===== config.mk =====
export PLATFORM = sky130hd
export DESIGN_NAME = fracn_ratio_mod
export DESIGN_NICKNAME = d
export VERILOG_FILES = /design/src/rtl/fracn_pkg.sv /design/src/rtl/fracn_ratio_hold.sv /design/src/rtl/fracn_dsm_acc.sv /design/src/rtl/fracn_fb_div.sv /design/src/rtl/fracn_ratio_mod.sv
export SDC_FILE = /design/constraint.sdc
export NUM_CORES = 1
export LEC_CHECK = 0
export BUFFER_PORTS_ARGS = -buffer_cell sky130_fd_sc_hd__buf_2
export CAP_MARGIN = 20
export CORE_AREA = 2 2 97 99
export DETAILED_ROUTE_END_ITERATION = 12
export DIE_AREA = 0 0 99 101
export PLACE_DENSITY_LB_ADDON = 0.25
export SYNTH_ARGS = -nofsm -noshare
export SYNTH_HDL_FRONTEND = slang
export SYNTH_SLANG_ARGS = --single-unit

===== constraint.sdc =====
create_clock -name clk -period 3.8 [get_ports clk]
set_input_delay 0.57 -clock clk [delete_from_list [all_inputs] [get_ports clk]]
set_output_delay 0.57 -clock clk [all_outputs]
set_load 0.01 [all_outputs]

===== src/rtl/fracn_pkg.sv =====
package fracn_pkg;
    localparam int INT_W   = 12;
    localparam int FRAC_W  = 20;
    localparam int RATIO_W = INT_W + FRAC_W;
    localparam int DIV_W   = INT_W + 1;

    typedef struct packed {
        logic [INT_W-1:0]  ipart;
        logic [FRAC_W-1:0] fpart;
    } ratio_t;

    function automatic logic ratio_legal(ratio_t r);
        return r.ipart != '0;
    endfunction

    function automatic logic [DIV_W-1:0] widen_int(ratio_t r);
        return {1'b0, r.ipart};
    endfunction
endpackage


===== src/rtl/fracn_ratio_hold.sv =====
module fracn_ratio_hold
    import fracn_pkg::*;
#(
    parameter ratio_t RST_RATIO = 32'h0010_0000
) (
    input  logic   clk,
    input  logic   rst,
    input  ratio_t ld_ratio,
    input  logic   ld_stb,
    output ratio_t cur_ratio,
    output logic   accept,
    output logic   err
);
    assign accept = ld_stb && ratio_legal(ld_ratio);

    always_ff @(posedge clk) begin
        if (rst) begin
            cur_ratio <= RST_RATIO;
            err       <= 1'b0;
        end else if (ld_stb) begin
            if (ratio_legal(ld_ratio)) begin
                cur_ratio <= ld_ratio;
            end
            err <= !ratio_legal(ld_ratio);
        end
    end

    AST_REJECT_ZERO: assert property (@(posedge clk) disable iff (rst)
        (ld_stb && ld_ratio.ipart == '0) |=> ($stable(cur_ratio) && err));

    AST_ACCEPT_CLEARS_ERR: assert property (@(posedge clk) disable iff (rst)
        accept |=> !err);
endmodule


===== src/rtl/fracn_dsm_acc.sv =====
module fracn_dsm_acc
    import fracn_pkg::*;
#(
    parameter ratio_t RST_RATIO = 32'h0010_0000
) (
    input  logic             clk,
    input  logic             rst,
    input  logic             clr,
    input  logic             upd,
    input  ratio_t           cur_ratio,
    output logic [DIV_W-1:0] div_val
);
    logic [FRAC_W-1:0] acc;
    logic [FRAC_W:0]   sum;

    assign sum = {1'b0, acc} + {1'b0, cur_ratio.fpart};

    always_ff @(posedge clk) begin
        if (rst) begin
            acc     <= '0;
            div_val <= widen_int(RST_RATIO);
        end else if (clr) begin
            acc <= '0;
        end else if (upd) begin
            acc     <= sum[FRAC_W-1:0];
            div_val <= widen_int(cur_ratio) + DIV_W'(sum[FRAC_W]);
        end
    end

    AST_DIV_STABLE: assert property (@(posedge clk) disable iff (rst)
        !upd |=> $stable(div_val));

    AST_DIV_RANGE: assert property (@(posedge clk) disable iff (rst)
        (upd && !clr) |=> ((div_val == $past(widen_int(cur_ratio))) ||
                           (div_val == $past(widen_int(cur_ratio)) + 1'b1)));

    AST_CLEAR_ACC: assert property (@(posedge clk) disable iff (rst)
        clr |=> (acc == '0));
endmodule


===== src/rtl/fracn_fb_div.sv =====
module fracn_fb_div
    import fracn_pkg::*;
(
    input  logic             clk,
    input  logic             rst,
    input  logic             vco_en,
    input  logic [DIV_W-1:0] div_in,
    output logic             pulse
);
    logic [DIV_W-1:0] cnt;
    logic             term;

    assign term = (cnt <= DIV_W'(1));

    always_ff @(posedge clk) begin
        if (rst) begin
            cnt   <= DIV_W'(1);
            pulse <= 1'b0;
        end else if (vco_en) begin
            pulse <= term;
            cnt   <= term ? div_in : cnt - 1'b1;
        end else begin
            pulse <= 1'b0;
        end
    end

    AST_IDLE_NO_PULSE: assert property (@(posedge clk) disable iff (rst)
        !vco_en |=> !pulse);
endmodule


===== src/rtl/fracn_ratio_mod.sv =====
module fracn_ratio_mod
    import fracn_pkg::*;
#(
    parameter logic [RATIO_W-1:0] RST_RATIO = 32'h0010_0000
) (
    input  logic               clk,
    input  logic               rst,
    input  logic [RATIO_W-1:0] ratio_in,
    input  logic               ratio_ld,
    input  logic               upd_en,
    input  logic               clk_en_vco,
    output logic [DIV_W-1:0]   div_val,
    output logic               ratio_err,
    output logic               fb_pulse
);
    ratio_t cur_ratio;
    logic   accept;

    fracn_ratio_hold #(.RST_RATIO(RST_RATIO)) u_hold (
        .clk       (clk),
        .rst       (rst),
        .ld_ratio  (ratio_t'(ratio_in)),
        .ld_stb    (ratio_ld),
        .cur_ratio (cur_ratio),
        .accept    (accept),
        .err       (ratio_err)
    );

    fracn_dsm_acc #(.RST_RATIO(RST_RATIO)) u_acc (
        .clk       (clk),
        .rst       (rst),
        .clr       (accept),
        .upd       (upd_en),
        .cur_ratio (cur_ratio),
        .div_val   (div_val)
    );

    fracn_fb_div u_div (
        .clk    (clk),
        .rst    (rst),
        .vco_en (clk_en_vco),
        .div_in (div_val),
        .pulse  (fb_pulse)
    );
endmodule


==> summary.md <==
| Metric | Value |
|---|---|
| Clock sinks | `80` |
| Commonest non-fill, non-tap cell in the layout | `nand2_1` |
| Fillers | `857` |
| CP arrival | `3.49 ns` |
| Asr flop ratio synth | `0%` |
| Latest clock arrival within the worst-skew pair | `0.37 ns` |
| Crit path largest cell delay | `0.42 ns` |
| Post-synthesis cell type count | `62` |
| Hold buffer count at CTS | `0` |
| Setup TNS | `0 ns` |
| Final wirelength | `10.4 mm` |
| Crit path max-delay cell type | `fa_1` |
| Grt met2 use | `35.0%` |
| CP startpoint kind | `flop` |
| Post-CTS sizing | `0` |
| LEAKAGE | `2.13 nW` |
| Flops & latches, synth | `80` |
| Tot GR Track Use | `21.5%` |
| Mean Syn Cell Area | `8.21 um2` |
| Fin crit period | `3.27 ns` |
| Port Buffers | `51` |
| DRC Markers | `0` |
| Crit-path max FO | `4` |
| Required @ worst endpoint | `4.02 ns` |
| Antenna viol nets, final | `0` |
| Top-level port count | `52` |
| Row cnt | `35` |
| WS Path Type | `flop to flop` |
| Outcome | `completed` |
| Design Area, Final | `4950 um2` |
| Fin. Hold Viols | `0` |
| Initial antenna violation count | `0` |
| CTS buffer count | `9` |
| Routed len/inst | `15.0 um` |
| Number of global-route vias before repair | `3755` |
| Global route overflow | `0` |
| Fin nets | `635` |
| Synth warn | `0` |
| VDD IR max | `240 uV` |
| HPWL reported at the end of detailed placement | `7.31 mm` |
| Max-cap violations | `0` |
| Post-synth net total | `597` |
| Min Hold Slack | `0.432 ns` |
| Die W | `99 um` |
| # setup viols final | `0` |
| Post-CTS Repair Setup Buffers | `0` |
| CP Buf/Inv Count | `0` |
| Vias | `3936` |
| Mapped Cells | `535` |
| Mapped Area | `4390 um2` |
| Commonest cells after routing, fill and taps aside | `nand2_1 (88), dfxtp_1 (80), a21oi_1 (54)` |
| Top achievable clock speed | `306 MHz` |
| Cell Area, Placed | `4710 um2` |
| Root Buffer | `clkbuf_8` |
| Max Slew Vio Count | `0` |
| Met3 Usage GRT | `4.16%` |
| EDFF count, synth | `0` |
| Starting Density | `48.9%` |
| Crit path max-delay family | `adder cells` |
| Top_reg_cell synth | `dfxtp_1` |
| Die area | `10000 um2` |
| Clock skew | `0.0158 ns` |
| M1 GR Usage | `28.9%` |
| Total Power | `2.44 mW` |
| Tightest Hold Check Type | `input port to flop` |
| N_diodes | `0` |
| Most frequent CP cell | `ha_1` |
| Tightest Pin Transition | `0.799 ns` |
| Routability cong. | `0.925` |
| CORE AREA | `8980 um2` |
| CTS Buffer Depth | `2` |
| Worst-path clk slew | `0.09 ns` |
| Fin crit share | `85.9%` |
| H-tree depth | `3` |
| DRT Pass-1 Iters | `5` |
| Die Ht | `101 um` |
| Pwr Density | `494 nW/um2` |
| Iter 0 DRT Violations | `215` |
| Slew margin rel. | `46.7%` |
| Seq/Total Area, Yosys | `36.5%` |
| Worst path cell trace | `ha_1, fa_1, nand3_1, a21oi_1, o21ai_0, o211ai_1, a21o_1, a21o_1, ha_1, ha_1, and3_1, and3_1, nand3_1, xor2_1, a211oi_1` |
| Fraction of layout cells with a size suffix above 1 | `15.2%` |
| Drt via density | `5.71` |
| First-pass GRT wire length | `17.7 mm` |
| CTS tree | `yes` |
| Global route hottest layer | `met2` |
| Crit end category | `flop` |
| RSZ-0062 raised after global routing | `false` |
| Area growth syn-to-layout | `12.7%` |
| Largest net degree at the start of global routing | `60` |
## Yosys cell counts (12+ instances only)
library cell / count / area (um2)
nor2_1: 44 / 165
dfxtp_1: 80 / 1600
xor2_1: 12 / 105
mux2i_1: 16 / 160
nand2_1: 88 / 330
clkbuf_1: 18 / 67.6
a21oi_1: 54 / 270
ha_1: 24 / 300
inv_1: 16 / 60.1
nand3_1: 22 / 110
a211oi_1: 14 / 105
## report_power, final
part	switching, mW	internal (mW)
combinational	0.416	0.281
clock	0.332	0.411
sequential	0.0757	0.927
## final timing paths
check                                    from                          endpoint  slack, ns  cells past startpoint
max          u_hold.cur_ratio[0]$_SDFFE_PP0P_     u_acc.div_val[8]$_SDFFE_PP0P_       0.53                     15
min reg2reg  u_hold.cur_ratio[3]$_SDFFE_PP0P_  u_hold.cur_ratio[3]$_SDFFE_PP0P_       0.46                      2
min                               ratio_in[2]  u_hold.cur_ratio[2]$_SDFFE_PP0P_       0.43                      3
max reg2reg  u_hold.cur_ratio[0]$_SDFFE_PP0P_     u_acc.div_val[8]$_SDFFE_PP0P_       0.53                     15
## cell families (layout without fill, tap and decap cells)
kind of cell	count (synthesis)	in the layout	share of synthesized area [%]
simple gates	211	211	23.1
compound gates	133	133	20.6
flops	80	80	36.5
buf+inv	47	90	4.25
fa+ha+maj	25	25	7.29
xor+xnor	22	22	4.39
mux	17	17	3.90
## flip-flops by register name, indices dropped and copies added (netlist names)
name              flops
u_hold.err            1
u_acc.acc            20
u_acc.div_val        13
u_hold.cur_ratio     32
u_div.cnt            13
u_div.pulse           1
## metal layers
metal  vias up  wire length, um
li1       2000                -
met1      1827             5000
met2        96             4700
met3        13              511
met4         0              142
met5         -                0
## stage by stage
stage,util (%),std cells,setup WS [ns]
global route,55.1,689,0.322
floorplan,-,535,0.825
CTS,55.1,689,0.531
global placement,52.5,673,0.631
detailed placement,52.5,673,0.549
finish,55.1,689,0.534
## worst register-to-register path, cell delays in order (launching register included)
cell,delay [ns]
dfxtp_1,0.33
ha_1,0.22
fa_1,0.42
nand3_1,0.13
a21oi_1,0.11
o21ai_0,0.17
o211ai_1,0.15
a21o_1,0.20
a21o_1,0.18
ha_1,0.21
ha_1,0.21
and3_1,0.20
and3_1,0.23
nand3_1,0.12
xor2_1,0.15
a211oi_1,0.08
## cell type report
type	count	area, um2	share of cell area, %
sequential	80	1600	32.4
clock buffer	11	151	3.06
tap	111	139	2.81
clock inverter	5	85.1	1.72
timing repair buffer	58	308	6.22
multi-input combinational	408	2600	52.6
inverter	16	60.1	1.21
No activity file was read; power rests on OpenSTA's default activity.
